===== config.mk =====
export PLATFORM = sky130hd
export DESIGN_NAME = ipg_defer_timer
export DESIGN_NICKNAME = d
export VERILOG_FILES = /design/src/rtl/ipg_defer_pkg.sv /design/src/rtl/ipg_phase_sel.sv /design/src/rtl/ipg_phase_counter.sv /design/src/rtl/ipg_defer_timer.sv
export SDC_FILE = /design/constraint.sdc
export NUM_CORES = 1
export LEC_CHECK = 0
export ABC_AREA = 1
export BUFFER_PORTS_ARGS = -buffer_cell sky130_fd_sc_hd__buf_2
export CAP_MARGIN = 10
export CORE_ASPECT_RATIO = 0.75
export CORE_MARGIN = 1.5
export CORE_UTILIZATION = 45
export CTS_CLUSTER_SIZE = 20
export DETAILED_ROUTE_END_ITERATION = 10
export HOLD_SLACK_MARGIN = 0.03
export PLACE_DENSITY = 0.66
export SLEW_MARGIN = 20
export SYNTH_ARGS = -nofsm -noshare
export SYNTH_HDL_FRONTEND = slang
export SYNTH_HIERARCHICAL = 1
export SYNTH_SLANG_ARGS = --single-unit

===== constraint.sdc =====
create_clock -name clk -period 2.6 [get_ports clk]
set_clock_uncertainty 0.05 [all_clocks]
set_input_delay 0.39 -clock clk [delete_from_list [all_inputs] [get_ports clk]]
set_output_delay 0.39 -clock clk [all_outputs]
set_load 0.005 [all_outputs]

===== src/rtl/ipg_defer_pkg.sv =====
package ipg_defer_pkg;

   localparam int NUM_PHASES = 3;

   typedef enum logic [2:0] {
      ST_OK   = 3'd0,
      ST_WAIT = 3'd1,
      ST_PH0  = 3'd2,
      ST_PH1  = 3'd3,
      ST_PH2  = 3'd4,
      ST_TX   = 3'd5
   } ipg_state_e;

   function automatic ipg_state_e phase_state(input int idx);
      case (idx)
         0:       return ST_PH0;
         1:       return ST_PH1;
         default: return ST_PH2;
      endcase
   endfunction

endpackage


===== src/rtl/ipg_phase_sel.sv =====
// Finds the first phase at or after from_idx whose length is nonzero.
// A from_idx past the last phase, or all-zero remaining phases, yields ST_OK.
module ipg_phase_sel
   import ipg_defer_pkg::*;
#(
   parameter int CNT_W = 8,
   localparam int IDX_W = $clog2(NUM_PHASES + 1)
) (
   input  logic [NUM_PHASES-1:0][CNT_W-1:0] lens_i,
   input  logic [IDX_W-1:0]                 from_idx_i,
   output ipg_state_e                       next_st_o,
   output logic [CNT_W-1:0]                 next_len_o
);

   logic [NUM_PHASES-1:0] nonzero;

   for (genvar g = 0; g < NUM_PHASES; g++) begin : g_nz
      assign nonzero[g] = |lens_i[g];
   end

   always_comb begin
      logic found;
      found      = 1'b0;
      next_st_o  = ST_OK;
      next_len_o = '0;
      for (int i = 0; i < NUM_PHASES; i++) begin
         if (!found && (i >= int'(from_idx_i)) && nonzero[i]) begin
            found      = 1'b1;
            next_st_o  = phase_state(i);
            next_len_o = lens_i[i];
         end
      end
   end

endmodule


===== src/rtl/ipg_phase_counter.sv =====
// Remaining-cycles counter for the running phase.
module ipg_phase_counter #(
   parameter int CNT_W = 8
) (
   input  logic             clk,
   input  logic             rst,
   input  logic             load_i,
   input  logic [CNT_W-1:0] load_val_i,
   input  logic             dec_i,
   output logic             zero_o
);

   logic [CNT_W-1:0] cnt_q;

   always_ff @(posedge clk) begin
      if (rst)         cnt_q <= '0;
      else if (load_i) cnt_q <= load_val_i;
      else if (dec_i)  cnt_q <= cnt_q - 1'b1;
   end

   assign zero_o = (cnt_q == '0);

   // the controller never asks for a decrement past zero
   a_r3_no_underflow: assert property (@(posedge clk) disable iff (rst)
      dec_i |-> !zero_o);

endmodule


===== src/rtl/ipg_defer_timer.sv =====
module ipg_defer_timer
   import ipg_defer_pkg::*;
#(
   parameter int CNT_W = 8
) (
   input  logic             clk,
   input  logic             rst,
   input  logic             carrier_i,
   input  logic [CNT_W-1:0] gap0_len_i,
   input  logic [CNT_W-1:0] gap1_len_i,
   input  logic [CNT_W-1:0] gap2_len_i,
   input  logic             ext_mode_i,
   input  logic             tx_req_i,
   output logic             tx_ok_o,
   output logic             defer_o
);

   localparam int IDX_W = $clog2(NUM_PHASES + 1);

   if (CNT_W < 1 || CNT_W > 16) begin : g_bad_width
      $error("ipg_defer_timer: CNT_W must be 1..16");
   end

   ipg_state_e state_q, state_d;
   logic [NUM_PHASES-1:0][CNT_W-1:0] lens;
   logic [IDX_W-1:0] start_idx, adv_idx;
   ipg_state_e start_st, adv_st;
   logic [CNT_W-1:0] start_len, adv_len;
   logic cnt_load, cnt_dec, cnt_zero;
   logic [CNT_W-1:0] cnt_val;

   assign lens = {gap2_len_i, gap1_len_i, gap0_len_i};

   // gap entry: lead-in only when the mode asks for it
   assign start_idx = ext_mode_i ? IDX_W'(0) : IDX_W'(1);

   always_comb begin
      case (state_q)
         ST_PH0:  adv_idx = IDX_W'(1);
         ST_PH1:  adv_idx = IDX_W'(2);
         default: adv_idx = IDX_W'(NUM_PHASES);
      endcase
   end

   ipg_phase_sel #(.CNT_W(CNT_W)) u_sel_start (
      .lens_i(lens), .from_idx_i(start_idx),
      .next_st_o(start_st), .next_len_o(start_len));

   ipg_phase_sel #(.CNT_W(CNT_W)) u_sel_adv (
      .lens_i(lens), .from_idx_i(adv_idx),
      .next_st_o(adv_st), .next_len_o(adv_len));

   always_comb begin
      state_d  = state_q;
      cnt_load = 1'b0;
      cnt_dec  = 1'b0;
      cnt_val  = start_len - 1'b1;
      case (state_q)
         ST_OK: begin
            if (carrier_i)     state_d = ST_WAIT;
            else if (tx_req_i) state_d = ST_TX;
         end
         ST_WAIT, ST_TX: begin
            if ((state_q == ST_WAIT) ? !carrier_i : !tx_req_i) begin
               state_d  = start_st;
               cnt_load = 1'b1;
            end
         end
         ST_PH0, ST_PH1, ST_PH2: begin
            if (carrier_i && state_q != ST_PH2) begin
               state_d = ST_WAIT;
            end else if (cnt_zero) begin
               state_d  = adv_st;
               cnt_load = 1'b1;
               cnt_val  = adv_len - 1'b1;
            end else begin
               cnt_dec = 1'b1;
            end
         end
         default: state_d = ST_OK;
      endcase
   end

   always_ff @(posedge clk) begin
      if (rst) state_q <= ST_OK;
      else     state_q <= state_d;
   end

   ipg_phase_counter #(.CNT_W(CNT_W)) u_cnt (
      .clk(clk), .rst(rst), .load_i(cnt_load), .load_val_i(cnt_val),
      .dec_i(cnt_dec), .zero_o(cnt_zero));

   assign tx_ok_o = (state_q == ST_OK);
   assign defer_o = (state_q == ST_WAIT) || (state_q == ST_PH0) ||
                    (state_q == ST_PH1)  || (state_q == ST_PH2);

   // reset leaves the timer permitted and not deferring
   a_r1_reset_idle: assert property (@(posedge clk)
      rst |=> (tx_ok_o && !defer_o));

   // permitted and deferring exclude each other
   a_r2_exclusive: assert property (@(posedge clk) disable iff (rst)
      !(tx_ok_o && defer_o));

   // carrier while permitted starts deferral
   a_r2_carrier_defers: assert property (@(posedge clk) disable iff (rst)
      (tx_ok_o && carrier_i) |=> (defer_o && !tx_ok_o));

   // carrier in lead-in or deferring phase falls back to waiting
   a_r5_restart: assert property (@(posedge clk) disable iff (rst)
      ((state_q == ST_PH0 || state_q == ST_PH1) && carrier_i) |=> (state_q == ST_WAIT));

   // carrier in committed phase never returns to waiting
   a_r6_no_restart: assert property (@(posedge clk) disable iff (rst)
      (state_q == ST_PH2) |=> (state_q != ST_WAIT));

   // starting a frame clears both outputs
   a_r8_tx_start: assert property (@(posedge clk) disable iff (rst)
      (tx_ok_o && !carrier_i && tx_req_i) |=> (!tx_ok_o && !defer_o));

   // carrier is ignored while a frame is in progress
   a_r8_tx_hold: assert property (@(posedge clk) disable iff (rst)
      (state_q == ST_TX && tx_req_i) |=> (state_q == ST_TX));

   // permission persists while the line stays quiet
   a_r10_persist: assert property (@(posedge clk) disable iff (rst)
      (tx_ok_o && !carrier_i && !tx_req_i) |=> tx_ok_o);

endmodule


==> impl_metrics.ini, run 1 <==
[status]
status = completed

[synth]
synthDistinctLibCells = 31
yosys_warnings = 6
synth_cells = 369
syn_area_um2 = 2000
yosysSeqAreaShare_pct = 11.0
synth-seq-cells = 11
synth_edf_count = 0
synth.top_cell.area_share_pct = 17.5
async_flop_share_pct = 0
synthTopCellsByArea = nand2_1 17%, nand3_1 14%, dfxtp_1 11%
avgSynthCellArea_um2 = 5.42
synth_flop_cell = dfxtp_1
yosys.area.top_type = nand2_1

[clock_tree]
cts_tree = built
cts-htree-levels = 1
holdBufCountCts = 0
cts_made_buffers = 3
clock_latency_ns = 0.24
clock_path_buffers = 2
root_buffer = clkbuf_8
cts.reportedPaths.clkPinSlew_ns = 0.05
clock_sinks = 11

[timing]
min_period_ns = 2.33
maxSlewViolCount = 0
max_clock_freq_mhz = 430
min_period_over_period_pct = 89.5
finalSetupViolations = 0
setup_slack_ns = 0.273
hold_viol = 0
setup_tns_ns = 0
rsz0062_at_grt = no

[global_routing]
grt_pass1_wl_um = 9220
grt_usage_pct = 24.2
grt_antenna_before_repair = 0
grt_pass1_vias = 2028
grt_max_degree = 15
gr-total-overflow = 0

[place]
placed_area_um2 = 2300
pre_cts_slack_ns = 0.0884
hpwl_um = 4660
port_buffers = 30
gp_congestion = 0.923

[pwr]
vdd_drop_max_uv = 423
fin_total_pwr_w = 0.00192
powerDensity_nw_per_um2 = 812
p_leak_nw = 1.23

[cells_and_area]
final_common_cell = nand2_1
drive_gt1_share_pct = 21.3
fin_area_um2 = 2370
final_net_count = 451
n_antenna_cell = 0
layout_common_cells = 93 x nand2_1, 54 x inv_1, 54 x nand3_1, 47 x nor2_1, 30 x buf_2
area_growth_pct = 18.4
fill_cells = 462

[floorplan]
row_count = 20
ios = 31
die_w_um = 79.9
die_height_um = 60.7
start_util_pct = 48.1
die_area_um2 = 4850
coreArea_um2 = 4150

[drt]
dr.pass1.iters = 4
drtIter0Drc = 292
wl_per_cell_um = 12.0
vias_per_cell = 5.24
drc = 0
ant_nets = 0
wirelength_um = 5660
vias = 2473

[setup_path]
cp.required_ns = 2.73
critPathCaptureType = register
path_class = register to register
cp_max_fo = 14
crit_arrival_ns = 2.46
start_kind = register

[hold_path]
hold_path.class = input pin to register

[job]
cap_violations = 0
## repair_timing
item                                   4_1_cts  5_1_grt
endpoints found under the hold margin        0        0
resized for setup                            0        6
buffers inserted                             0        0
setup endpoints to repair                    0        6
## final cells by class
| type | count | area, um^2 | share of cell area, % |
|---|---|---|---|
| well taps | 55 | 68.8 | 2.91 |
| flip-flops and latches | 11 | 221 | 9.36 |
| inverters | 60 | 225 | 9.52 |
| clock buffers | 4 | 45.0 | 1.90 |
| repair buffers | 45 | 263 | 11.1 |
| multi-input cells | 297 | 1540 | 65.2 |
## path summary, 6_finish.rpt
kind                                 start  depth (start not counted)        endpoint  slack, ns
worst max-delay path            state_q[0]                         16  u_cnt/cnt_q[6]       0.27
worst min-delay path                   rst                          2  u_cnt/cnt_q[6]       0.37
worst max register to register  state_q[0]                         16  u_cnt/cnt_q[6]       0.27
worst min register to register  state_q[2]                          2      state_q[2]       0.46
## cells in the mapped netlist (6+ instances only)
| cell type | n |
|---|---|
| nand2_1 | 93 |
| nand3_1 | 56 |
| inv_1 | 55 |
| nor2_1 | 47 |
| nand4_1 | 20 |
| a21oi_1 | 11 |
| dfxtp_1 | 11 |
| nor2_2 | 9 |
| o21ai_1 | 7 |
| nand2_2 | 6 |
| o21ai_0 | 6 |
## routing by layer
layer	wire length, um	vias to the layer above	GRT usage, %
met2	2240	96	36.0
met1	2970	1077	38.3
met3	444	0	3.61
met4	0	0	0.739
li1	-	1300	-
met5	0	-	0
## worst max-delay path: stages (launching register included)
cell and delay, ns:
dfxtp_1 0.35, inv_1 0.13, nand3_4 0.12, nor2_4 0.18
o21ai_4 0.15, buf_4 0.17, nand3_1 0.08, nand2_1 0.05
inv_1 0.06, nand2_1 0.11, nor2_1 0.12, nand3_1 0.10
a21oi_1 0.12, o21ai_0 0.08, a21oi_1 0.15, a22oi_1 0.11
a21oi_2 0.14
## where the power goes
group | switching, W | internal, W | total, W
registers | 0.0000740 | 0.000239 | 0.000313
clock network | 0.0000699 | 0.000108 | 0.000178
logic | 0.000895 | 0.000535 | 0.00143
## sequential cells by signal, indices dropped and copies added (netlist names)
register,flops
state_q,3
u_cnt/cnt_q,8
## per-stage QoR
stage	hold slack, ns	std cells	utilization, %
floorplan	0.402	372	-
global placement	0.445	468	55.4
detailed placement	0.449	468	55.4
CTS	0.359	472	56.4
global route	0.371	472	57.0
finish	0.369	472	57.0
## cell families after synthesis
| logic type | Yosys count | synth area share, % |
|---|---|---|
| flops | 11 | 11.0 |
| other cells | 1 | 0.188 |
| simple gates | 241 | 55.6 |
| fa+ha+maj | 4 | 2.50 |
| compound gates | 39 | 13.3 |
| mux | 1 | 0.501 |
| buf+inv | 64 | 13.3 |
| xor+xnor | 8 | 3.51 |
Power figures use the tool's default switching activity.
==> inputs of run 2 (changes only) <==
- PLACE_DENSITY: 0.66 -> 0.68
==> impl_metrics.ini, run 2 (same netlist as run 1, synthesis figures left out) <==
[status]
status = completed

[floorplan]
die_w_um = 79.9
die_area_um2 = 4850
ios = 31
die_height_um = 60.7
start_util_pct = 48.1
row_count = 20
coreArea_um2 = 4150

[timing]
max_clock_freq_mhz = 421
finalSetupViolations = 0
rsz0062_at_grt = no
maxSlewViolCount = 0
min_period_ns = 2.38
min_period_over_period_pct = 91.4
hold_viol = 0
setup_tns_ns = 0

[clock_tree]
cts-htree-levels = 1
root_buffer = clkbuf_8
cts_tree = built
clock_latency_ns = 0.24
clock_sinks = 11
holdBufCountCts = 0
cts.reportedPaths.clkPinSlew_ns = 0.05
clock_path_buffers = 2
cts_made_buffers = 3

[pwr]
vdd_drop_max_uv = 361
p_leak_nw = 1.24
powerDensity_nw_per_um2 = 803
fin_total_pwr_w = 0.00191

[cells_and_area]
n_antenna_cell = 0
reg.largest.list = u_cnt/cnt_q (8), state_q (3)
final_net_count = 452
layout_common_cells = 93 x nand2_1, 55 x inv_1, 54 x nand3_1, 46 x nor2_1, 30 x buf_2
drive_gt1_share_pct = 21.3
largest_reg_flops = 8
final_common_cell = nand2_1
area_growth_pct = 18.8
top_register = u_cnt/cnt_q

[place]
gp_congestion = 0.938
port_buffers = 30
hpwl_um = 4680

[hold_path]
hp-start = rst
min_to = u_cnt/cnt_q[6]
hold_path.class = input pin to register
hold_path_depth = 2

[global_routing]
grt_max_degree = 13
gr-total-overflow = 0
grt_pass1_wl_um = 9540
grt_usage_pct = 25.0
grt_antenna_before_repair = 0
grt_pass1_vias = 2166

[drt]
vias = 2514
vias_per_cell = 5.32
wl_per_cell_um = 11.9
drtIter0Drc = 227
drc = 0
ant_nets = 0
dr.pass1.iters = 4
wirelength_um = 5630

[setup_path]
crit_arrival_ns = 2.45
cp_max_fo = 9
reg2regPathDepth = 13
r2r_start = state_q[2]
r2r_end = u_cnt/cnt_q[6]
reg2reg_slack_ns = 0.22
critPathCaptureType = register
path_class = register to register
cp.required_ns = 2.68
start_kind = register

[job]
cap_violations = 0
-- run 2: through the flow --
| stage | utilization [%] | setup WS (ns) | cells | hold slack [ns] | instance area [um^2] |
|---|---|---|---|---|---|
| floorplan | - | 0.250 | 372 | 0.402 | 2010 |
| global placement | 55.5 | 0.106 | 469 | 0.445 | 2310 |
| detailed placement | 55.5 | 0.0960 | 469 | 0.462 | 2310 |
| CTS | 56.6 | 0.0871 | 473 | 0.368 | 2350 |
| global route | 57.1 | 0.00964 | 473 | 0.373 | 2370 |
| finish | 57.1 | 0.224 | 473 | 0.377 | 2370 |
-- run 2: worst max-delay path by stage --
stage | startpoint | to | slack, ns | cells after the start
floorplan | state_q[2] | u_cnt/cnt_q[6] | 0.25 | 15
global placement | gap1_len_i[3] | u_cnt/cnt_q[6] | 0.11 | 14
detailed placement | gap0_len_i[1] | u_cnt/cnt_q[7] | 0.1 | 18
CTS | state_q[1] | u_cnt/cnt_q[6] | 0.09 | 15
global route | state_q[2] | u_cnt/cnt_q[7] | 0.01 | 16
finish | state_q[2] | u_cnt/cnt_q[6] | 0.22 | 13
-- run 2: power breakdown --
group	leakage [nW]	switching, W	total (W)	internal (W)
Clock	0.0228	0.0000665	0.000174	0.000108
Combinational	1.13	0.000891	0.00142	0.000531
Sequential	0.0905	0.0000706	0.000310	0.000239
-- run 2: critical path, cell delays in order (launching register included) --
cell	delay, ns
dfxtp_1	0.33
inv_1	0.16
nand3_2	0.16
a21oi_2	0.37
nand4_1	0.12
nand2_1	0.12
inv_1	0.07
ha_1	0.23
nand3_1	0.11
a21oi_1	0.07
o21ai_0	0.07
a21oi_1	0.09
a22oi_1	0.22
a21oi_2	0.08
-- run 2: timing repair --
action                     in CTS  in global routing
resized for setup               0                  5
setup endpoints to repair       0                  5
setup buffers                   0                  0
-- run 2: layer usage --
layer / part of all wire (%) / wire [um] / track usage, % / vias up
met5: 0 / 0 / 0 / -
met4: 0.16 / 9 / 2.46 / 0
met3: 7.4 / 414 / 5.41 / 2
met2: 42 / 2350 / 37.7 / 82
met1: 51 / 2850 / 37.7 / 1133
li1: - / - / - / 1297
-- run 2: cell type report --
class | count | area [um^2]
repair buffers | 46 | 270
fillers | 466 | 1780
well taps | 55 | 68.8
clock buffers | 4 | 45.0
multi-input cells | 297 | 1540
flip-flops and latches | 11 | 221
inverters | 60 | 225
==> inputs of run 3 (changes only) <==
- SETUP_SLACK_MARGIN: default -> 0.3
==> impl_metrics.ini, run 3 (same netlist as run 1, synthesis figures left out) <==
[cells_and_area]
n_antenna_cell = 0
fill_cells = 436
final_common_cell = nand2_1
area_growth_pct = 34.6
reg.largest.list = u_cnt/cnt_q (8), state_q (3)
layout_common_cells = 84 x nand2_1, 52 x nand3_1, 49 x inv_1, 38 x nor2_1, 30 x buf_2
fin_util_pct = 64.7
fin_cells = 485
final_net_count = 464
largest_reg_flops = 8
top_register = u_cnt/cnt_q
drive_gt1_share_pct = 32.1

[pwr]
netSwitchingFraction_pct = 53.5
fin_total_pwr_w = 0.00219
p_leak_nw = 1.33
clock_power_share_pct = 8.1
vdd_drop_max_uv = 444
p_comb_share_pct = 76.8
p_seq_share_pct = 15.1
switchingPower_w = 0.00117
internal_power_w = 0.00102
powerDensity_nw_per_um2 = 815

[setup_path]
path_class = register to register
slowest_stage = dfxtp_4
path_common_cell = a21oi_2
r2r_end = u_cnt/cnt_q[6]
cp_max_fo = 6
start_kind = register
reg2regPathDepth = 15
r2r_start = state_q[2]
path_cells = inv_6 > nand3_4 > nor2_4 > o21ai_4 > buf_12 > nand4_1 > nand2_2 > buf_6 > nor2_4 > nand3_2 > a21oi_2 > o21ai_2 > a21oi_2 > a22oi_2 > a21oi_2
reg2reg_slack_ns = 0.33
cp.buffers_inverters = 3
critPathCaptureType = register
crit_arrival_ns = 2.40
cp.required_ns = 2.73
cp_slowest_stage_delay_ns = 0.36
cpLargestDelayFamily = compound AO/OA/AOI/OAI gates

[drt]
wl_met2_um = 2660
drc = 0
ant_nets = 0
met3_length_um = 455
wl_per_cell_um = 12.9
dr.pass1.iters = 5
wl_met1_um = 3110
wirelength_um = 6250
top_layer = met4
drtIter0Drc = 190
vias = 2654
vias_per_cell = 5.47

[place]
gp_congestion = 0.931
dp_cells = 469
pre_cts_slack_ns = 0.0663
hpwl_um = 4740
port_buffers = 30

[clock_tree]
cts_tree = built
cts_made_buffers = 3
cts.reportedPaths.clkPinSlew_ns = 0.05
holdBufCountCts = 0
root_buffer = clkbuf_8
clock_path_buffers = 2
cts-htree-levels = 1
clock_sinks = 11
clock_latency_ns = 0.24

[status]
status = completed

[global_routing]
grt_pass1_vias = 2212
grt_usage_pct = 25.8
grt_pass1_wl_um = 9890
gr-total-overflow = 0
grt_antenna_before_repair = 0
grt_max_degree = 13

[floorplan]
start_util_pct = 48.1
row_count = 20
die_area_um2 = 4850
die_w_um = 79.9
ios = 31
coreArea_um2 = 4150
die_height_um = 60.7

[timing]
setup_tns_ns = 0
max_clock_freq_mhz = 440
min_period_ns = 2.27
rsz0062_at_grt = yes
finalSetupViolations = 0
hold_viol = 0
min_period_over_period_pct = 87.3
setup_slack_ns = 0.329
maxSlewViolCount = 0

[hold_path]
min_to = u_cnt/cnt_q[6]
hold_path_depth = 2
hp-start = rst
hold_path.class = input pin to register

[job]
cap_violations = 0
## run 3: cell types whose count changed in the layout (fill, tap and decap cells not counted), sizes merged
cell	previous run	this run
buf	46	56
a21oi	14	15
o21ai	16	17
## run 3: worst max-delay path by stage
stage,startpoint,end,slack [ns],cells after the start
3_5_place_dp,state_q[2],u_cnt/cnt_q[6],0.07,15
3_3_place_gp,gap0_len_i[7],u_cnt/cnt_q[6],0.11,16
4_1_cts,state_q[2],u_cnt/cnt_q[6],0.31,16
5_1_grt,state_q[2],u_cnt/cnt_q[7],0.21,18
6_report,state_q[2],u_cnt/cnt_q[6],0.33,15
2_1_floorplan,state_q[2],u_cnt/cnt_q[6],0.33,15
## run 3: final cells by class
class	count	area, um^2	share of cell area [%]
Clock buffer	4	45.0	1.68
Inverter	60	230	8.56
Multi-Input combinational cell	299	1730	64.2
Sequential cell	11	229	8.52
Tap cell	55	68.8	2.56
Timing Repair Buffer	56	389	14.5
## run 3: stage by stage
| stage | instance area [um^2] | hold slack (ns) |
|---|---|---|
| finish | 2690 | 0.376 |
| global route | 2690 | 0.379 |
| CTS | 2470 | 0.362 |
| detailed placement | 2330 | 0.453 |
| global placement | 2330 | 0.446 |
| floorplan | 2020 | 0.402 |
## run 3: repair_timing
action | in CTS | in global routing
pin swaps | 4 | 30
buffers inserted | 4 | 6
gates cloned | 1 | 1
endpoints found under the setup margin | 6 | 6
resized for setup | 14 | 46
## run 3: worst reg2reg max path, stage by stage (launching register included)
cell and delay, ns:
dfxtp_4 0.36, inv_6 0.08, nand3_4 0.12, nor2_4 0.21
o21ai_4 0.14, buf_12 0.15, nand4_1 0.09, nand2_2 0.07
buf_6 0.12, nor2_4 0.12, nand3_2 0.10, a21oi_2 0.17
o21ai_2 0.08, a21oi_2 0.14, a22oi_2 0.09, a21oi_2 0.12
## run 3: power by group through the flow
| stage | Clock (W) | Sequential, W | Combinational [W] |
|---|---|---|---|
| floorplan | 0 | 0.000293 | 0.00110 |
| global placement | 0 | 0.000311 | 0.00138 |
| detailed placement | 0 | 0.000310 | 0.00140 |
| CTS | 0.000179 | 0.000321 | 0.00146 |
| global route | 0.000193 | 0.000335 | 0.00186 |
| finish | 0.000178 | 0.000330 | 0.00168 |
## run 3: metal layers
metal / track usage (%) / vias up
met1: 39.1 / 1227
met2: 40.5 / 95
li1: - / 1330
met3: 4.96 / 2
met5: 0 / -
met4: 0 / 0
